===== src/rtl/jscan_pkg.sv =====
package jscan_pkg;

    typedef enum logic [1:0] {
        BUS_IDLE  = 2'd0,
        BUS_READ  = 2'd1,
        BUS_WRITE = 2'd2
    } bus_op_e;

    function automatic bus_op_e op_from_flag(input logic write_flag);
        return write_flag ? BUS_WRITE : BUS_READ;
    endfunction

endpackage


===== src/rtl/jscan_shift.sv =====
module jscan_shift #(
    parameter int DATA_W  = 32,
    parameter int FRAME_W = 40
) (
    input  logic               clk,
    input  logic               rst_n,
    input  logic               cap,
    input  logic               sh,
    input  logic               tdi,
    input  logic [DATA_W-1:0]  cap_data,
    output logic [FRAME_W-1:0] frame,
    output logic               tdo
);
    localparam int TOP_W = FRAME_W - DATA_W;

    typedef struct packed {
        logic [FRAME_W-1:0] frame;
    } shift_st_t;

    shift_st_t st_d, st_q;

    always_comb begin
        st_d = st_q;
        if (cap) begin
            st_d.frame = {{TOP_W{1'b0}}, cap_data};
        end else if (sh) begin
            st_d.frame = {tdi, st_q.frame[FRAME_W-1:1]};
        end
    end

    always_ff @(posedge clk or negedge rst_n) begin
        if (!rst_n) st_q <= '0;
        else        st_q <= st_d;
    end

    assign frame = st_q.frame;
    assign tdo   = st_q.frame[0];

    // capture clears address and direction bits
    a_r2_capture_top_zero: assert property (@(posedge clk) disable iff (!rst_n)
        cap |=> (frame[FRAME_W-1:DATA_W] == '0));

    // the next bit reaches tdo after one shift
    a_r3_lsb_first: assert property (@(posedge clk) disable iff (!rst_n)
        (sh && !cap) |=> (tdo == $past(frame[1])));

    // no enable, frame held
    a_r7_frame_held: assert property (@(posedge clk) disable iff (!rst_n)
        (!sh && !cap) |=> $stable(frame));

endmodule


===== src/rtl/jscan_bus.sv =====
module jscan_bus
    import jscan_pkg::*;
#(
    parameter int DATA_W  = 32,
    parameter int ADDR_W  = 7,
    parameter int FRAME_W = DATA_W + ADDR_W + 1
) (
    input  logic               clk,
    input  logic               rst_n,
    input  logic               upd,
    input  logic [FRAME_W-1:0] frame,
    input  logic [DATA_W-1:0]  rdata,
    output logic [ADDR_W-1:0]  addr,
    output logic [DATA_W-1:0]  wdata,
    output logic               wr_en,
    output logic               rd_en,
    output logic [DATA_W-1:0]  hold
);
    localparam int DIR_BIT = FRAME_W - 1;

    typedef struct packed {
        bus_op_e            op;
        logic               rd_late;
        logic [ADDR_W-1:0]  addr;
        logic [DATA_W-1:0]  wdata;
        logic [DATA_W-1:0]  hold;
    } bus_st_t;

    bus_st_t st_d, st_q;

    always_comb begin
        st_d         = st_q;
        st_d.op      = BUS_IDLE;
        st_d.rd_late = (st_q.op == BUS_READ);
        if (st_q.rd_late) begin
            st_d.hold = rdata;
        end
        if (upd) begin
            st_d.op   = op_from_flag(frame[DIR_BIT]);
            st_d.addr = frame[DATA_W +: ADDR_W];
            if (frame[DIR_BIT]) begin
                st_d.wdata = frame[DATA_W-1:0];
            end
        end
    end

    always_ff @(posedge clk or negedge rst_n) begin
        if (!rst_n) begin
            st_q.op      <= BUS_IDLE;
            st_q.rd_late <= 1'b0;
            st_q.addr    <= '0;
            st_q.wdata   <= '0;
            st_q.hold    <= '0;
        end else begin
            st_q <= st_d;
        end
    end

    assign addr  = st_q.addr;
    assign wdata = st_q.wdata;
    assign wr_en = (st_q.op == BUS_WRITE);
    assign rd_en = (st_q.op == BUS_READ);
    assign hold  = st_q.hold;

    // write strobe lasts one cycle
    a_r4_write_single: assert property (@(posedge clk) disable iff (!rst_n)
        (wr_en && !upd) |=> !wr_en);

    // read strobe lasts one cycle
    a_r5_read_single: assert property (@(posedge clk) disable iff (!rst_n)
        (rd_en && !upd) |=> !rd_en);

    // an update always yields a strobe
    a_r5_update_strobes: assert property (@(posedge clk) disable iff (!rst_n)
        upd |=> (wr_en || rd_en));

    // without update the bus stays quiet
    a_r7_quiet: assert property (@(posedge clk) disable iff (!rst_n)
        !upd |=> (!wr_en && !rd_en));

    // the kept result moves only at the read sampling cycle
    a_r8_hold_kept: assert property (@(posedge clk) disable iff (!rst_n)
        !st_q.rd_late |=> $stable(hold));

    // the bus value is taken one cycle after the strobe
    a_r6_sample_late: assert property (@(posedge clk) disable iff (!rst_n)
        rd_en |=> ##1 (hold == $past(rdata)));

endmodule


===== src/rtl/jtag_reg_chain.sv =====
module jtag_reg_chain #(
    parameter int DATA_W = 32,
    parameter int ADDR_W = 7
) (
    input  logic              clk,
    input  logic              rst_n,
    input  logic              sel,
    input  logic              capture_dr,
    input  logic              shift_dr,
    input  logic              update_dr,
    input  logic              tdi,
    output logic              tdo,
    output logic [ADDR_W-1:0] reg_addr,
    output logic [DATA_W-1:0] reg_wdata,
    output logic              reg_wr,
    output logic              reg_rd,
    input  logic [DATA_W-1:0] reg_rdata
);
    localparam int FRAME_W = DATA_W + ADDR_W + 1;

    logic               cap_en, sh_en, upd_en;
    logic [FRAME_W-1:0] frame;
    logic [DATA_W-1:0]  hold;

    assign cap_en = sel && capture_dr;
    assign sh_en  = sel && shift_dr;
    assign upd_en = sel && update_dr;

    jscan_shift #(
        .DATA_W  (DATA_W),
        .FRAME_W (FRAME_W)
    ) u_shift (
        .clk      (clk),
        .rst_n    (rst_n),
        .cap      (cap_en),
        .sh       (sh_en),
        .tdi      (tdi),
        .cap_data (hold),
        .frame    (frame),
        .tdo      (tdo)
    );

    jscan_bus #(
        .DATA_W  (DATA_W),
        .ADDR_W  (ADDR_W),
        .FRAME_W (FRAME_W)
    ) u_bus (
        .clk   (clk),
        .rst_n (rst_n),
        .upd   (upd_en),
        .frame (frame),
        .rdata (reg_rdata),
        .addr  (reg_addr),
        .wdata (reg_wdata),
        .wr_en (reg_wr),
        .rd_en (reg_rd),
        .hold  (hold)
    );

    // a deselected chain issues no strobe
    a_r7_deselected: assert property (@(posedge clk) disable iff (!rst_n)
        !sel |=> (!reg_wr && !reg_rd));

endmodule


===== config.mk =====
export PLATFORM = sky130hd
export DESIGN_NAME = jtag_reg_chain
export DESIGN_NICKNAME = d
export VERILOG_FILES = /design/src/rtl/jscan_pkg.sv /design/src/rtl/jscan_shift.sv /design/src/rtl/jscan_bus.sv /design/src/rtl/jtag_reg_chain.sv
export SDC_FILE = /design/constraint.sdc
export NUM_CORES = 1
export LEC_CHECK = 0
export BUFFER_PORTS_ARGS = -buffer_cell sky130_fd_sc_hd__buf_2
export CORE_MARGIN = 5
export CORE_UTILIZATION = 40
export CTS_CLUSTER_SIZE = 24
export DETAILED_ROUTE_END_ITERATION = 10
export PLACE_DENSITY_LB_ADDON = 0.05
export SLEW_MARGIN = 20
export SYNTH_ARGS = -nofsm -noshare
export SYNTH_HDL_FRONTEND = slang
export SYNTH_SLANG_ARGS = --single-unit

===== constraint.sdc =====
create_clock -name clk -period 1.75 [get_ports clk]
set_clock_uncertainty 0.15 [all_clocks]
set_input_delay 0.175 -clock clk [delete_from_list [all_inputs] [get_ports clk]]
set_output_delay 0.175 -clock clk [all_outputs]
set_load 0.1 [all_outputs]

## Yosys cells after proc, flatten, opt, wreduce, memory -nomap -nowiden

Index checks and enable logic that the tools add are counted.

| storage, ports and cells | value |
|---|---|
| bits in registers | 114 |
| input bits | 39 |
| output and inout bits | 42 |
| logic and storage cells | 17 |

| operators by class | value |
|---|---|
| equal/unequal tests | 2 |
| multiplexer cells | 4 |
| reduce and logical (&&, ||, !) cells | 5 |

Operator list:

| kind | count |
|---|---|
| $mux W40 | 2 |
| $mux W2 | 2 |
| $logic_and A1 B1 Y1 | 3 |
| $eq A2 B1 Y1 const B | 1 |
| $eq A2 B2 Y1 const B | 1 |
| $reduce_and A2 Y1 | 1 |
| $reduce_bool A2 Y1 | 1 |

## Depth between registers and ports, before layout

| depth | value |
|---|---|
| depth in word-level cells | 3 |
| gate-level depth with buffers | 5 |
| gate-level depth less buffers | 3 |

## Cells and area by module

Synthesis repeated with hierarchy kept, for this count alone.

| second synthesis, totals | value |
|---|---|
| cell total of the unflattened synthesis | 398 |
| area, all modules | 5302.6 um^2 |

By module, submodules not included:

| module | instances | cells an instance | area an instance (um^2) | sequential area each (um^2) |
|---|---|---|---|---|
| jscan_bus | 1 | 229 | 3429.5 | 1851.8 |
| jscan_shift | 1 | 166 | 1854.3 | 1001.0 |
| jtag_reg_chain | 1 | 3 | 18.8 | 0.0 |

## Least setup slack after synthesis

No wires, ideal clock.

| timing path | value |
|---|---|
| path kind | flip-flop to flip-flop |
| from | reg u_bus.st_q[73] (netlist name) |
| to | reg u_bus.st_q[71] (netlist name) |
| library setup time | 273 ps |
| data arrival time | 1719 ps |
| required time | 1327 ps |
| slack | -392 ps |
| cell stages (with the launch flop) | 2 |
| buffers on the path | 0 |
| period minus slack after synthesis | 2142 ps |
| path through | dfrtp_1 -> nor2b_1 |

| on the way | value |
|---|---|
| word-level cells in the longest chain between the ends | 1 |

RTL lines:

| element | line | text |
|---|---|---|
| from (decl) | jscan_bus.sv:29 | `bus_st_t st_d, st_q;` |
| from (signal assigned) | jscan_bus.sv:55 | `st_q <= st_d;` |
| $eq A2 B1 Y1 | -- |  |
| via reg_rd | jtag_reg_chain.sv:16 | `output logic reg_rd,` |

The timed path passes the listed nets, and every way through them passes these cells.
A chain may end at the register's enable or synchronous reset.

## Final worst setup path

| timing path | value |
|---|---|
| from | reg u_bus.st_q[73] (netlist name) |
| to | out reg_rd |

| on the way | value |
|---|---|
| word-level cells in the longest chain between the ends | 1 |

RTL lines:

| element | line | text |
|---|---|---|
| $eq A2 B1 Y1 | jscan_bus.sv:62 | `assign rd_en = (st_q.op == BUS_READ);` |
| to (decl) | jtag_reg_chain.sv:16 |  |

Every way passes these cells.

==> results_dict.tcl <==
set metrics [dict create \
    n_antenna_cell 0 \
    ioPinCount 81 \
    hold_class "in2reg" \
    drtIter0Drc 98 \
    tightest_slew_ns 0.496 \
    initial_core_util_pct 40.9 \
    hold_viol 0 \
    slew_violations 0 \
    groute.usage.overall_pct 16.4 \
    tritoncts "yes" \
    period_share_pct 94.8 \
    netlist.area_leader.share_pct 57.8 \
    die_width_um 121 \
    cts_buffers 17 \
    dr_wl_met3_um 590 \
    worst_ep_required_time_ns 1.42 \
    syn-num-nets 446 \
    arrival_ns 1.33 \
    die_h_um 121 \
    rsz0062_at_grt "false" \
    drcViolationCount 0 \
    layoutNonFillerInstCount 668 \
    route.met2.wl_um 4900 \
    ys_top_cells_by_area "dfrtp_1, mux2_2, nor3_1" \
    gpl.final_weighted_congestion 0.725 \
    start_kind "flop" \
    area.sequential_um2 2850 \
    core_um2 12100 \
    r2r_start "u_shift.frame[39]" \
    drive_above_1_share_pct 40.2 \
    dp_hpwl_um 7080 \
    ys_ff_latch 114 \
    die-area_um2 14700 \
    drtAntennaViolNets 0 \
    gr-total-overflow 0 \
    max_stage_delay_ns 0.43 \
    whs_endpoint "u_bus.st_q[72]" \
    total_power_w 0.0110 \
    cp_slowest_cell "buf_2" \
    cts_sinks 114 \
    grt_max_degree 36 \
    port_buffers 80 \
    wl_um 10700 \
    antenna_found_initial 0 \
    final_cell_area_um2 6170 \
    p_leak_nw 2.73 \
    status "complete, no violations" \
    wl_per_cell_um 16.0 \
    clk_root_buffer_cell "clkbuf_16" \
    n_fill_cell 1065 \
    crit_type "reg2out" \
    rrSetupSlack_ns 0.40 \
    peakVddDrop_v 0.00102 \
    yosysSeqAreaShare_pct 57.8 \
    highest_layer "met4" \
    cp.buffers_inverters 1 \
    dp.cells 605 \
    synth_top_cell_by_area "dfrtp_1" \
    avgSynthCellArea_um2 12.1 \
    slew-limit-headroom_pct 67.1 \
    wl_met1_um 5070 \
    cp_max_fo 2 \
    routed_via_density 5.00 \
    path_clk_slew_ns 0.05 \
    timing.setup.tns_ns 0 \
    num_rows 40 \
    nNetsFinal 529 \
    finalSetupViolCount 0 \
    critPathTopFamily "buffers and inverters" \
    cp_cell_sequence "nor2b_2 -> buf_2" \
    multi_input_area_um2 1630 \
    period_needed_ns 1.66 \
    r2r_cells 3 \
    pwr_density_cell_nw_per_um2 1780 \
    grt_pass1_wl_um 18500 \
    syn_inst 407 \
    fmax_mhz 603 \
    placed_area_um2 5290 \
    cap_violations 0 \
    clockBufferDepth 2 \
    critPathCaptureType "primary output" \
    min_delay_path_depth 3 \
    synthDistinctLibCells 21 \
    via_count 3342 \
    yosysWarnings 0 \
    cts_max_level 4 \
    clk_latency_ns 0.41 \
    worstHoldStart "update_dr" \
    r2r_end "u_bus.wdata[7]" \
    grt_pass1_vias 3575 \
    synth_area_um2 4940 \
    area_delta_synth_final_pct 24.9 \
    first_pass_iters 4 \
]
-- how the worst max path moves through the flow --
stage | slack [ns] | depth (start not counted) | from | to
after floorplan | 0.20 | 1 | u_bus.st_q[73] | u_bus.st_q[71]
after global placement | 0.31 | 4 | sel | u_shift.frame[37]
after detailed placement | 0.26 | 5 | sel | u_shift.frame[0]
after CTS | 0.06 | 2 | u_bus.st_q[73] | reg_rd
after global routing | 0.02 | 2 | u_bus.st_q[72] | reg_rd
final | 0.09 | 2 | u_bus.st_q[73] | reg_rd
-- worst reg2reg max path: cells and delay by family (launching register included) --
kind	cells	cell delay, ns
buf+inv	1	0.20
simple gates	1	0.12
flops	1	0.41
mux	1	0.36
-- final cells by class --
class,count,share of cell area (%)
repair buffers,132,15.1
well taps,168,3.41
inverters,2,0.122
clock buffers,23,8.24
multi-input cells,223,26.4
flip-flops and latches,114,46.3
clock inverters,6,0.487
-- stage by stage --
step / util, % / worst slack (ns) / hold slack, ns
2_1_floorplan: - / 0.197 / -0.271
3_3_place_gp: 43.8 / 0.309 / 0.000903
3_5_place_dp: 43.8 / 0.260 / -0.00405
4_1_cts: 51.1 / 0.0556 / 0.00106
5_1_grt: 51.1 / 0.0178 / 0.0256
6_report: 51.1 / 0.0916 / 0.0128
-- registers in the layout (all words and copies together), names as in the netlist --
| signal | flops |
|---|---|
| u_bus.wdata | 32 |
| u_bus.st_q | 3 |
| u_shift.frame | 40 |
| u_bus.hold | 32 |
| u_bus.addr | 7 |
-- synth_stat cells --
| library cell | number |
|---|---|
| nor3_1 | 96 |
| nor2_1 | 3 |
| o21ai_1 | 1 |
| nand2b_1 | 1 |
| o21ai_0 | 5 |
| nand3_2 | 1 |
| dfrtp_1 | 114 |
| buf_2 | 17 |
| clkbuf_1 | 5 |
| buf_4 | 41 |
| a22o_1 | 5 |
| inv_1 | 2 |
| o22ai_1 | 32 |
| buf_6 | 3 |
| mux2_1 | 2 |
| buf_1 | 2 |
| mux2_2 | 69 |
| nand2_2 | 2 |
| nand2_1 | 2 |
| nand3_1 | 2 |
| nor2b_1 | 2 |
-- metal layers --
layer,up-vias,track usage [%]
met1,1631,21.8
met2,87,24.6
met3,17,5.36
met5,-,0
li1,1607,-
met4,0,6.80
-- report_power, final --
group          switching (W)  total (W)  internal [W]
combinational        0.00324    0.00411      0.000866
clock                0.00111    0.00310       0.00199
sequential          0.000466    0.00378       0.00331
-- cell usage in the layout, fill, tap and decap left out, drive strengths merged --
| master | netlist | final |
|---|---|---|
| clkbuf | 5 | 23 |
| nand2b | 1 | 1 |
| dlygate4sd3 | 0 | 34 |
| a22o | 5 | 5 |
| nor2b | 2 | 2 |
| nor2 | 3 | 3 |
| o22ai | 32 | 32 |
| dfrtp | 114 | 114 |
| buf | 63 | 98 |
| mux2 | 71 | 71 |
| nand2 | 4 | 4 |
| nand3 | 3 | 3 |
| o21ai | 6 | 6 |
| inv | 2 | 2 |
| nor3 | 96 | 96 |
| clkinv | 0 | 6 |
-- kinds of logic (layout without fill, tap and decap cells) --
logic type             Yosys count  count (layout)  share of synthesized area [%]
DFF                            114             114                           57.8
and+or+nand+nor                109             109                           11.2
muxes                           71              71                           16.2
buffers and inverters           70             163                           9.33
AOI/OAI and AO/OA               43              43                           5.55
-- repair_timing --
item	in CTS	in global routing
buffers inserted	0	0
resized for setup	0	0
hold endpoints to repair	147	0
hold buffers	34	0
No activity file was read; power rests on OpenSTA's default activity.
